`config.mk`:
```
export PLATFORM = sky130hd
export DESIGN_NAME = tva_addr_gen
export DESIGN_NICKNAME = d
export VERILOG_FILES = /design/src/rtl/tva_pkg.sv /design/src/rtl/tva_geom.sv /design/src/rtl/tva_index.sv /design/src/rtl/tva_compose.sv /design/src/rtl/tva_addr_gen.sv
export SDC_FILE = /design/constraint.sdc
export NUM_CORES = 1
export LEC_CHECK = 0
export CORE_ASPECT_RATIO = 0.7
export CORE_MARGIN = 2
export CORE_UTILIZATION = 59
export CTS_BUF_LIST = sky130_fd_sc_hd__clkbuf_4
export CTS_CLUSTER_DIAMETER = 80
export CTS_CLUSTER_SIZE = 20
export DETAILED_ROUTE_END_ITERATION = 6
export PLACE_DENSITY = 0.89
export SLEW_MARGIN = 20
export SYNTH_ARGS = -nofsm -noshare
export SYNTH_HDL_FRONTEND = slang
export SYNTH_SLANG_ARGS = --single-unit
```
`constraint.sdc`:
```
create_clock -name clk -period 8.2 [get_ports clk]
set_input_delay 1.64 -clock clk [delete_from_list [all_inputs] [get_ports clk]]
set_output_delay 1.64 -clock clk [all_outputs]
set_load 0.01 [all_outputs]
```
`src/rtl/tva_pkg.sv`:
```
package tva_pkg;

    // Default container geometry (in address bits)
    localparam int CONT_W_BITS = 14;
    localparam int CONT_H_BITS = 13;
    localparam int SLOT_W_BITS = 6;
    localparam int SLOT_H_BITS = 6;

    // Width of every shift amount carried through the datapath
    localparam int SHW = 5;
    typedef logic [SHW-1:0] tva_sh_t;

    // Element format codes; the value is placed in the address word
    typedef enum logic [1:0] {
        FMT_8B   = 2'd0,
        FMT_16B  = 2'd1,
        FMT_32B  = 2'd2,
        FMT_PAGE = 2'd3
    } tva_fmt_e;

    // Orientation controls; bit order matches the orientation code
    typedef struct packed {
        logic swap;   // bit 2
        logic y_inv;  // bit 1
        logic x_inv;  // bit 0
    } tva_orient_t;

    // Horizontal shift of a format
    function automatic tva_sh_t fmt_xshift(tva_fmt_e f, tva_sh_t slot_w);
        case (f)
            FMT_32B:  return tva_sh_t'(1);
            FMT_PAGE: return slot_w;
            default:  return tva_sh_t'(0);
        endcase
    endfunction

    // Vertical shift of a format
    function automatic tva_sh_t fmt_yshift(tva_fmt_e f, tva_sh_t slot_h);
        case (f)
            FMT_16B,
            FMT_32B:  return tva_sh_t'(1);
            FMT_PAGE: return slot_h;
            default:  return tva_sh_t'(0);
        endcase
    endfunction

endpackage

```
`src/rtl/tva_geom.sv`:
```
// Format decode: per-axis shifts, usable widths and coordinate masks.
module tva_geom
    import tva_pkg::*;
#(
    parameter int CW_BITS = CONT_W_BITS,
    parameter int CH_BITS = CONT_H_BITS,
    parameter int SW_BITS = SLOT_W_BITS,
    parameter int SH_BITS = SLOT_H_BITS
) (
    input  tva_fmt_e             fmt,
    output tva_sh_t              x_shift,
    output tva_sh_t              y_shift,
    output tva_sh_t              x_width,
    output tva_sh_t              y_width,
    output logic [CW_BITS-1:0]   x_mask,
    output logic [CH_BITS-1:0]   y_mask
);
    localparam tva_sh_t CW_SH = tva_sh_t'(CW_BITS);
    localparam tva_sh_t CH_SH = tva_sh_t'(CH_BITS);
    localparam tva_sh_t SW_SH = tva_sh_t'(SW_BITS);
    localparam tva_sh_t SH_SH = tva_sh_t'(SH_BITS);

    always_comb begin
        x_shift = fmt_xshift(fmt, SW_SH);
        y_shift = fmt_yshift(fmt, SH_SH);
        x_width = CW_SH - x_shift;
        y_width = CH_SH - y_shift;
        x_mask  = {CW_BITS{1'b1}} >> x_shift;
        y_mask  = {CH_BITS{1'b1}} >> y_shift;
    end
endmodule

```
`src/rtl/tva_index.sv`:
```
// Range check, per-axis mirroring and axis swap into a linear index.
module tva_index
    import tva_pkg::*;
#(
    parameter int CW_BITS = CONT_W_BITS,
    parameter int CH_BITS = CONT_H_BITS,
    localparam int IDX_W  = CW_BITS + CH_BITS
) (
    input  logic [CW_BITS-1:0] x,
    input  logic [CH_BITS-1:0] y,
    input  tva_orient_t        orient,
    input  tva_sh_t            x_width,
    input  tva_sh_t            y_width,
    input  logic [CW_BITS-1:0] x_mask,
    input  logic [CH_BITS-1:0] y_mask,
    output logic [IDX_W-1:0]   index,
    output logic               in_range
);
    logic [CW_BITS-1:0] x_view;
    logic [CH_BITS-1:0] y_view;
    logic               x_ok;
    logic               y_ok;

    always_comb begin
        x_ok     = (x & ~x_mask) == '0;
        y_ok     = (y & ~y_mask) == '0;
        in_range = x_ok && y_ok;

        x_view = orient.x_inv ? (x ^ x_mask) : x;
        y_view = orient.y_inv ? (y ^ y_mask) : y;

        if (orient.swap)
            index = (IDX_W'(x_view) << y_width) | IDX_W'(y_view);
        else
            index = (IDX_W'(y_view) << x_width) | IDX_W'(x_view);
    end
endmodule

```
`src/rtl/tva_compose.sv`:
```
// Aligns the index, merges the code fields and derives the row stride.
module tva_compose
    import tva_pkg::*;
#(
    parameter int CW_BITS  = CONT_W_BITS,
    parameter int CH_BITS  = CONT_H_BITS,
    parameter int STRIDE_W = 32,
    localparam int IDX_W   = CW_BITS + CH_BITS,
    localparam int ADDR_W  = IDX_W + 5
) (
    input  logic [IDX_W-1:0]    index,
    input  logic                in_range,
    input  tva_sh_t             x_shift,
    input  tva_sh_t             y_shift,
    input  tva_fmt_e            fmt,
    input  tva_orient_t         orient,
    output logic [ADDR_W-1:0]   addr,
    output logic [STRIDE_W-1:0] stride
);
    localparam logic [SHW+1:0] CW_EXP = (SHW+2)'(CW_BITS);
    localparam logic [SHW+1:0] CH_EXP = (SHW+2)'(CH_BITS);

    logic [SHW:0]       align;
    logic [SHW+1:0]     s_exp;
    logic [IDX_W-1:0]   aligned;

    always_comb begin
        align   = {1'b0, x_shift} + {1'b0, y_shift};
        aligned = index << align;
        addr    = in_range ? {orient, fmt, aligned} : '0;

        if (orient.swap)
            s_exp = CH_EXP + {2'b00, x_shift};
        else
            s_exp = CW_EXP + {2'b00, y_shift};
        stride = {{(STRIDE_W-1){1'b0}}, 1'b1} << s_exp;
    end
endmodule

```
`src/rtl/tva_addr_gen.sv`:
```
// Top: format decode, index build, composition and one output register.
module tva_addr_gen
    import tva_pkg::*;
#(
    parameter int CW_BITS  = CONT_W_BITS,
    parameter int CH_BITS  = CONT_H_BITS,
    parameter int SW_BITS  = SLOT_W_BITS,
    parameter int SH_BITS  = SLOT_H_BITS,
    parameter int STRIDE_W = 32,
    localparam int IDX_W   = CW_BITS + CH_BITS,
    localparam int ADDR_W  = IDX_W + 5
) (
    input  logic                clk,
    input  logic                rst,
    input  logic                in_vld,
    input  logic [1:0]          in_fmt,
    input  logic [2:0]          in_orient,
    input  logic [CW_BITS-1:0]  in_x,
    input  logic [CH_BITS-1:0]  in_y,
    output logic                out_vld,
    output logic [ADDR_W-1:0]   out_addr,
    output logic [STRIDE_W-1:0] out_stride
);
    tva_fmt_e           fmt;
    tva_orient_t        orient;
    tva_sh_t            x_shift, y_shift, x_width, y_width;
    logic [CW_BITS-1:0] x_mask;
    logic [CH_BITS-1:0] y_mask;
    logic [IDX_W-1:0]   index;
    logic               in_range;
    logic [ADDR_W-1:0]  addr_nxt;
    logic [STRIDE_W-1:0] stride_nxt;

    assign fmt    = tva_fmt_e'(in_fmt);
    assign orient = tva_orient_t'(in_orient);

    tva_geom #(
        .CW_BITS(CW_BITS), .CH_BITS(CH_BITS),
        .SW_BITS(SW_BITS), .SH_BITS(SH_BITS)
    ) u_geom (
        .fmt(fmt), .x_shift(x_shift), .y_shift(y_shift),
        .x_width(x_width), .y_width(y_width),
        .x_mask(x_mask), .y_mask(y_mask)
    );

    tva_index #(.CW_BITS(CW_BITS), .CH_BITS(CH_BITS)) u_index (
        .x(in_x), .y(in_y), .orient(orient),
        .x_width(x_width), .y_width(y_width),
        .x_mask(x_mask), .y_mask(y_mask),
        .index(index), .in_range(in_range)
    );

    tva_compose #(
        .CW_BITS(CW_BITS), .CH_BITS(CH_BITS), .STRIDE_W(STRIDE_W)
    ) u_compose (
        .index(index), .in_range(in_range),
        .x_shift(x_shift), .y_shift(y_shift),
        .fmt(fmt), .orient(orient),
        .addr(addr_nxt), .stride(stride_nxt)
    );

    always_ff @(posedge clk) begin
        if (rst) begin
            out_vld    <= 1'b0;
            out_addr   <= '0;
            out_stride <= '0;
        end else begin
            out_vld <= in_vld;
            if (in_vld) begin
                out_addr   <= addr_nxt;
                out_stride <= stride_nxt;
            end
        end
    end
endmodule

```
==> key figures, run 1 <==
Setup path
  – Worst path arrival time: 5.89 ns
  – Reg2Reg Depth: 2
  – Worst Setup End Kind: flip-flop
  – Worst setup SP type: input pin
  – Setup CP Type: in -> reg
  – Crit-path slowest cell: mux4_2
  – Reg2reg end: out_addr[25]
  – CP peak stage delay: 0.57 ns
  – Critical Path Sink: out_addr[23]
  – R2r startpoint: out_addr[25]
  – R2R Setup Slk: 7.28 ns
  – Crit path cell chain: clkdlybuf4s50_1 > inv_1 > ha_1 > clkinv_1 > ha_1 > buf_4 > mux4_2 > mux2_2 > a221oi_1 > mux2i_1 > mux2i_1 > a21oi_1 > a22o_1
  – Crit-path max FO: 28
  – Critical path launch point: in_fmt[0]
  – Required time of the critical path: 8.51 ns

Global route
  – GRT Total Usage: 0.379
  – Global-route wire length before repair: 27600 µm
  – Initial antenna violation count: 0
  – Largest net degree at the start of global routing: 49
  – GRT overflow: 0
  – Vias in the first global route: 5039

Synthesis
  – Post-synth cell types: 65
  – Most used DFF post-synth: dfxtp_1
  – Gate Count Post-Synth: 640
  – Synth Area in Compound Gates: 0.262
  – Post-Syn Area: 5230 µm²
  – Post-synthesis mux area share: 0.143
  – Syn Nets: 696
  – Fraction of synthesis flops using an asynchronous set or reset pin: 0
  – Post-synth EDFFs: 0
  – Post-Synth Adder-Cell Area: 0.0503
  – Yosys reg bits: 65
  – Synth Area in XOR/XNOR: 0.0467
  – Area share of and/or/nand/nor cells after synthesis: 0.184
  – Main combinational cell family by area after synthesis: compound AO/OA/AOI/OAI gates
  – Register area share after synthesis: 0.249
  – Synth warn: 0
  – Avg Inst Size Synth: 8.17 µm²

Detailed routing
  – Total Wirelength: 18100 µm
  – DR iter-0 viols: 830
  – Via count: 5493
  – Vias per inst: 6.59
  – WL/cell: 21.8 µm
  – DRC Markers: 0
  – Final ANT Viol Nets: 0
  – Drt first pass iters: 5

Timing
  – Final period util: 0.680
  – RSZ-0062 raised after global routing: no
  – Setup TNS: 0 ns
  – Final Hold Slack: 0.467 ns
  – Final Hold Fails: 0
  – Worst slew pin tran: 0.986 ns
  – Final Setup Violations: 0
  – Min Tclk post-route: 5.58 ns
  – Slew Viols, Final: 0
  – Worst Skew: 0 ns
  – Fmax: 179 MHz
  – Normalized max-slew margin: 0.343

Placement
  – Dpl cell area: 6190 µm²
  – Gpl congestion: 1.06
  – HPWL after DPL: 13600 µm
  – Port Buffer Count: 99
  – Cells after DPL: 818

Power
  – Comb pwr share: 0.383
  – Switching Fraction: 0.389
  – Clock power share: 0.231
  – Lkg Pwr: 2.41 nW
  – Cell internal pwr: 0.512 mW
  – Power Dens Cells: 133 nW/µm²
  – Total power: 0.839 mW
  – Psw: 0.326 mW
  – VDD IR max: 0.000112 V
  – Flop pwr share: 0.387

Run
  – Max Cap Violations: 0

Cells and area
  – Non-Filler Instances: 834
  – Area growth from synthesis to final layout: 20.9%
  – Ratio of cells with drive above 1 in the final layout: 0.0728
  – Layout Cell Area excl Fill: 6320 µm²
  – Total Nets Final: 765
  – Antenna fix cells: 0

Status
  – Status: completed

Die
  – Starting Density: 0.614
  – DIE AREA: 9640 µm²
  – Core area: 8510 µm²
  – IO Count: 100
  – Die X: 116 µm
  – Cell Rows: 28
  – Die Ht: 82.7 µm

Clocking
  – Worst-Skew Late Latency: 0.40 ns
  – Num CTS Buffers: 9
  – Htree depth: 3
  – Hold_buf cts: 0
  – Clk sink count: 65
  – Post-CTS Setup Inserts: 0
  – Clock Path Buffers: 2
  – Root Buffer: clkbuf_4
  – TritonCTS clock tree: done
  – Clk pin slew, worst setup/hold paths: 0.12 ns
  – Post-CTS Resized: 0

Min path
  – Worst hold path class: reg -> reg
## kinds of logic after synthesis
kind of cell	count (synthesis)
mux	59
buf+inv	77
compound gates	192
simple gates	199
fa+ha+maj	21
xor+xnor	27
flops	65
## cells in the mapped netlist, drive strengths merged (17+ instances only)
master,n,share of area
and2,17,0.020
inv,24,0.017
clkbuf,30,0.022
a22o,27,0.045
nor2,62,0.045
a21oi,26,0.025
nand2,49,0.035
ha,21,0.050
o21ai,31,0.030
dfxtp,65,0.25
a22oi,17,0.024
buf,21,0.025
xnor2,19,0.033
mux2i,40,0.077
## stage by stage
step           setup WS [ns]   util
2_1_floorplan           2.99      -
3_3_place_gp            2.43  0.728
3_5_place_dp            2.28  0.728
4_1_cts                 2.69  0.742
5_1_grt                 2.36  0.742
6_report                2.62  0.742
## per-layer routing
metal  GRT usage  vias to the layer above  wire [µm]
met5           0                        -          0
met4      0.0833                        0        265
met2       0.555                      394       7600
li1            -                     2521          -
met1       0.548                     2544       7860
met3       0.113                       34       2410
## how the worst min path moves through the flow
stage / startpoint / to / slack (ns) / depth (start not counted)
after floorplan: out_addr[9] / out_addr[9] / 0.48 / 2
after global placement: out_addr[27] / out_addr[27] / 0.43 / 2
after detailed placement: out_stride[3] / out_stride[3] / 0.44 / 1
after CTS: out_addr[27] / out_addr[27] / 0.47 / 2
after global routing: out_stride[28] / out_stride[28] / 0.49 / 1
final: out_addr[27] / out_addr[27] / 0.47 / 2
## power groups by stage
| stage | clock [mW] | combinational (mW) | sequential (mW) |
|---|---|---|---|
| floorplan | 0 | 0.210 | 0.333 |
| global placement | 0 | 0.303 | 0.331 |
| detailed placement | 0 | 0.308 | 0.331 |
| CTS | 0.193 | 0.310 | 0.324 |
| global route | 0.208 | 0.341 | 0.325 |
| finish | 0.193 | 0.321 | 0.324 |
## sequential cells by signal (all words and copies together), names as in the netlist
name / count
out_addr: 32
out_stride: 32
out_vld: 1
## cell type report
type / instances / area, µm²
multi-input combinational: 498 / 3580
fill: 677 / 2200
sequential: 65 / 1300
timing repair buffer: 109 / 1060
tap: 120 / 150
inverter: 26 / 97.6
clock buffer: 9 / 67.6
clock inverter: 7 / 55.1
## critical path, delay by kind of cell
| kind | cells | cell delay [ns] |
|---|---|---|
| adder cells (fa/ha/maj) | 2 | 0.71 |
| AO/OA/AOI/OAI | 3 | 0.81 |
| buffers and inverters | 4 | 1.45 |
| multiplexers | 4 | 1.29 |
## cell usage in the layout (no fill, tap or decap), drive strengths merged, types with 4 or more instances in the layout
master / count
a2111oi: 4
a211o: 4
a211oi: 4
a21oi: 26
a221oi: 7
a22o: 27
a22oi: 17
a2bb2oi: 4
a311oi: 4
a31oi: 7
and2: 17
and3: 4
buf: 11
clkbuf: 9
clkdlybuf4s50: 98
clkinv: 6
dfxtp: 65
ha: 21
inv: 25
mux2: 8
mux2i: 40
mux4: 11
nand2: 49
nand2b: 12
nand3: 10
nand4: 4
nor2: 62
nor2b: 8
nor3: 13
o211ai: 16
o21ai: 31
o22ai: 12
o2bb2ai: 4
or2: 4
or3: 5
xnor2: 19
xor2: 8
Power figures use the tool's default switching activity.
==> run 2, diff against run 1 <==
--- a/config.mk
+++ b/config.mk
@@ -7,12 +7,12 @@
 export LEC_CHECK = 0
 export CORE_ASPECT_RATIO = 0.7
 export CORE_MARGIN = 2
-export CORE_UTILIZATION = 59
+export CORE_UTILIZATION = 55
 export CTS_BUF_LIST = sky130_fd_sc_hd__clkbuf_4
 export CTS_CLUSTER_DIAMETER = 80
 export CTS_CLUSTER_SIZE = 20
 export DETAILED_ROUTE_END_ITERATION = 6
-export PLACE_DENSITY = 0.89
+export PLACE_DENSITY = 0.84
 export SLEW_MARGIN = 20
 export SYNTH_ARGS = -nofsm -noshare
 export SYNTH_HDL_FRONTEND = slang
==> constraint.sdc (replaced) <==
create_clock -name clk -period 5.72 [get_ports clk]
set_input_delay 1.144 -clock clk [delete_from_list [all_inputs] [get_ports clk]]
set_output_delay 1.144 -clock clk [all_outputs]
set_load 0.01 [all_outputs]
==> run 2 against run 1 <==
The flow now finishes with violations (design-rule violations). Design area is 0.63% higher. Combinational power is 47% higher. Cell count is 0.84% higher. Wire length is 4.0% higher. Non-clock buffer count is 4 higher. Register-to-register slack worse by 2.7 ns. Global-route usage is 1.2 points lower. Highest routed layer unchanged.
==> key figures, run 2 (synthesized netlist as in run 1, its figures left out) <==
Die
  – Cell Rows: 29 (was 28)
  – Starting Density: 0.572 (was 0.614)
  – DIE AREA: 10300 µm² (was 9640 µm²)
  – Core area: 9140 µm² (was 8510 µm²)
  – Die X: 121 µm (was 116 µm)
  – Die Ht: 85.6 µm (was 82.7 µm)
  – IO Count: 100 (unchanged)

Clocking
  – Post-CTS Setup Inserts: 0 (unchanged)
  – Num CTS Buffers: 9 (unchanged)
  – Worst-Skew Late Latency: 0.40 ns (about the same)
  – Clk sink count: 65 (unchanged)
  – Post-CTS Resized: 0 (unchanged)
  – Clk pin slew, worst setup/hold paths: 0.11 ns (was 0.12 ns)
  – Hold_buf cts: 0 (unchanged)
  – Root Buffer: clkbuf_4 (unchanged)
  – Htree depth: 3 (unchanged)
  – Clock Path Buffers: 2 (unchanged)
  – TritonCTS clock tree: done (unchanged)

Detailed routing
  – Total Wirelength: 18900 µm (was 18100 µm)
  – DR iter-0 viols: 732 (was 830)
  – DRC Markers: 10 (was 0)
  – Vias per inst: 6.63 (was 6.59)
  – Via count: 5579 (was 5493)
  – WL/cell: 22.4 µm (was 21.8 µm)
  – Final ANT Viol Nets: 0 (unchanged)
  – Drt first pass iters: 7 (was 5)

Placement
  – HPWL after DPL: 14400 µm (was 13600 µm)
  – Dpl cell area: 6230 µm² (was 6190 µm²)
  – Gpl congestion: 1.03 (was 1.06)
  – Port Buffer Count: 99 (unchanged)

Power
  – Power Dens Cells: 194 nW/µm² (was 133 nW/µm²)
  – Lkg Pwr: 2.44 nW (was 2.41 nW)
  – VDD IR max: 0.000180 V (was 0.000112 V)

Cells and area
  – Biggest regs: out_addr (32), out_stride (32), out_vld (1) (unchanged)
  – Layout Cell Area excl Fill: 6360 µm² (was 6320 µm²)
  – Fill cells: 755 (was 677)
  – Area growth from synthesis to final layout: 21.6% (was 20.9%)
  – Most frequent cells in the layout: clkdlybuf4s50_1, dfxtp_1, nor2_1 (unchanged)
  – FF+latch area: 1300 µm² (unchanged)
  – Commonest non-fill, non-tap cell in the layout: clkdlybuf4s50_1 (unchanged)
  – Antenna fix cells: 0 (unchanged)
  – Ratio of cells with drive above 1 in the final layout: 0.0739 (was 0.0728)
  – Total Nets Final: 769 (was 765)
  – Multi-input gate area: 3580 µm² (unchanged)

Timing
  – Min Tclk post-route: 4.82 ns
  – Final Setup Violations: 0 (unchanged)
  – Normalized max-slew margin: 0.357 (was 0.343)
  – Slew Viols, Final: 0 (unchanged)
  – Setup TNS: 0 ns (unchanged)
  – RSZ-0062 raised after global routing: no (unchanged)
  – Final Hold Fails: 0 (unchanged)
  – Worst Skew: 0 ns (unchanged)
  – Final period util: 0.844
  – Fmax: 207 MHz
  – Worst slew pin tran: 0.964 ns (was 0.986 ns)

Setup path
  – Required time of the critical path: 5.98 ns (was 8.51 ns)
  – Setup CP Type: in -> reg (unchanged)
  – Crit-path max FO: 48 (was 28)
  – Worst Setup End Kind: flip-flop (unchanged)
  – Crit path cell chain: clkdlybuf4s50_1 > ha_1 > buf_4 > nand2_1 > inv_1 > ha_1 > inv_1 > mux4_2 > mux2_2 > a311oi_1 > a32oi_1 > a22oi_1 > a2bb2oi_1 > o31ai_1 (was clkdlybuf4s50_1 > inv_1 > ha_1 > clkinv_1 > ha_1 > buf_4 > mux4_2 > mux2_2 > a221oi_1 > mux2i_1 > mux2i_1 > a21oi_1 > a22o_1)
  – Reg2Reg Depth: 2 (unchanged)
  – Worst path arrival time: 5.09 ns (was 5.89 ns)
  – CP peak stage delay: 0.55 ns (was 0.57 ns)
  – Worst setup SP type: input pin (unchanged)
  – Crit-path slowest cell: clkdlybuf4s50_1 (was mux4_2)

Global route
  – Initial antenna violation count: 0 (unchanged)
  – GRT overflow: 0 (unchanged)
  – Global-route wire length before repair: 29300 µm (was 27600 µm)
  – GRT Total Usage: 0.367 (was 0.379)
  – Largest net degree at the start of global routing: 49 (unchanged)
  – Vias in the first global route: 5242 (was 5039)

Status
  – Status: finished with violations (was completed)
  – Violated checks: design-rule violations

Min path
  – Worst hold path class: reg -> reg (unchanged)
  – Hold depth: 2 (unchanged)

Run
  – Max Cap Violations: 0 (unchanged)
==> run 2: report_power, final <==
part	internal, mW	switching, mW	leakage [nW]	total (mW)
clock network	0.138	0.162	0.0680	0.300
registers	0.460	0.00479	0.525	0.465
logic	0.186	0.285	1.84	0.471
==> run 2: worst paths after layout <==
check	startpoint	to	slack (ns)
max	in_fmt[0]	out_addr[22]	0.90
max reg2reg	out_addr[26]	out_addr[26]	4.60
min reg2reg	out_addr[27]	out_addr[27]	0.47
min	out_addr[27]	out_addr[27]	0.47
==> run 2: stage by stage <==
step                      power, mW   util  cells  setup WS (ns)  hold WS (ns)
after floorplan               0.779      -    640           1.01         0.483
after global placement        0.922  0.681    826          0.665         0.438
after detailed placement      0.927  0.681    826          0.558         0.447
after CTS                      1.22  0.695    841          0.973         0.471
after global routing           1.29  0.695    841          0.719         0.491
final                          1.24  0.695    841          0.895         0.467
==> run 2: worst max-delay path, delay by kind of cell <==
kind / cells / cell delay (ns)
AO/OA/AOI/OAI: 5 / 1.26
buffers and inverters: 4 / 1.20
multiplexers: 2 / 0.79
adder cells (fa/ha/maj): 2 / 0.39
AND/OR/NAND/NOR: 1 / 0.30
==> run 2: layout make-up <==
cell class              count  share of cell area
clock inverters             4             0.00709
inverters                  26              0.0154
multi-input cells         498               0.564
clock buffers              11              0.0130
repair buffers            113               0.172
well taps                 124              0.0244
flip-flops and latches     65               0.205
==> run 2: metal layers <==
| layer | wire length, µm | vias to the layer above | global-route usage | share of wire |
|---|---|---|---|---|
| li1 | - | 2523 | - | - |
| met2 | 7790 | 373 | 0.534 | 0.41 |
| met5 | 0 | - | 0 | 0 |
| met1 | 8240 | 2659 | 0.529 | 0.44 |
| met4 | 239 | 0 | 0.0560 | 0.013 |
| met3 | 2600 | 24 | 0.136 | 0.14 |
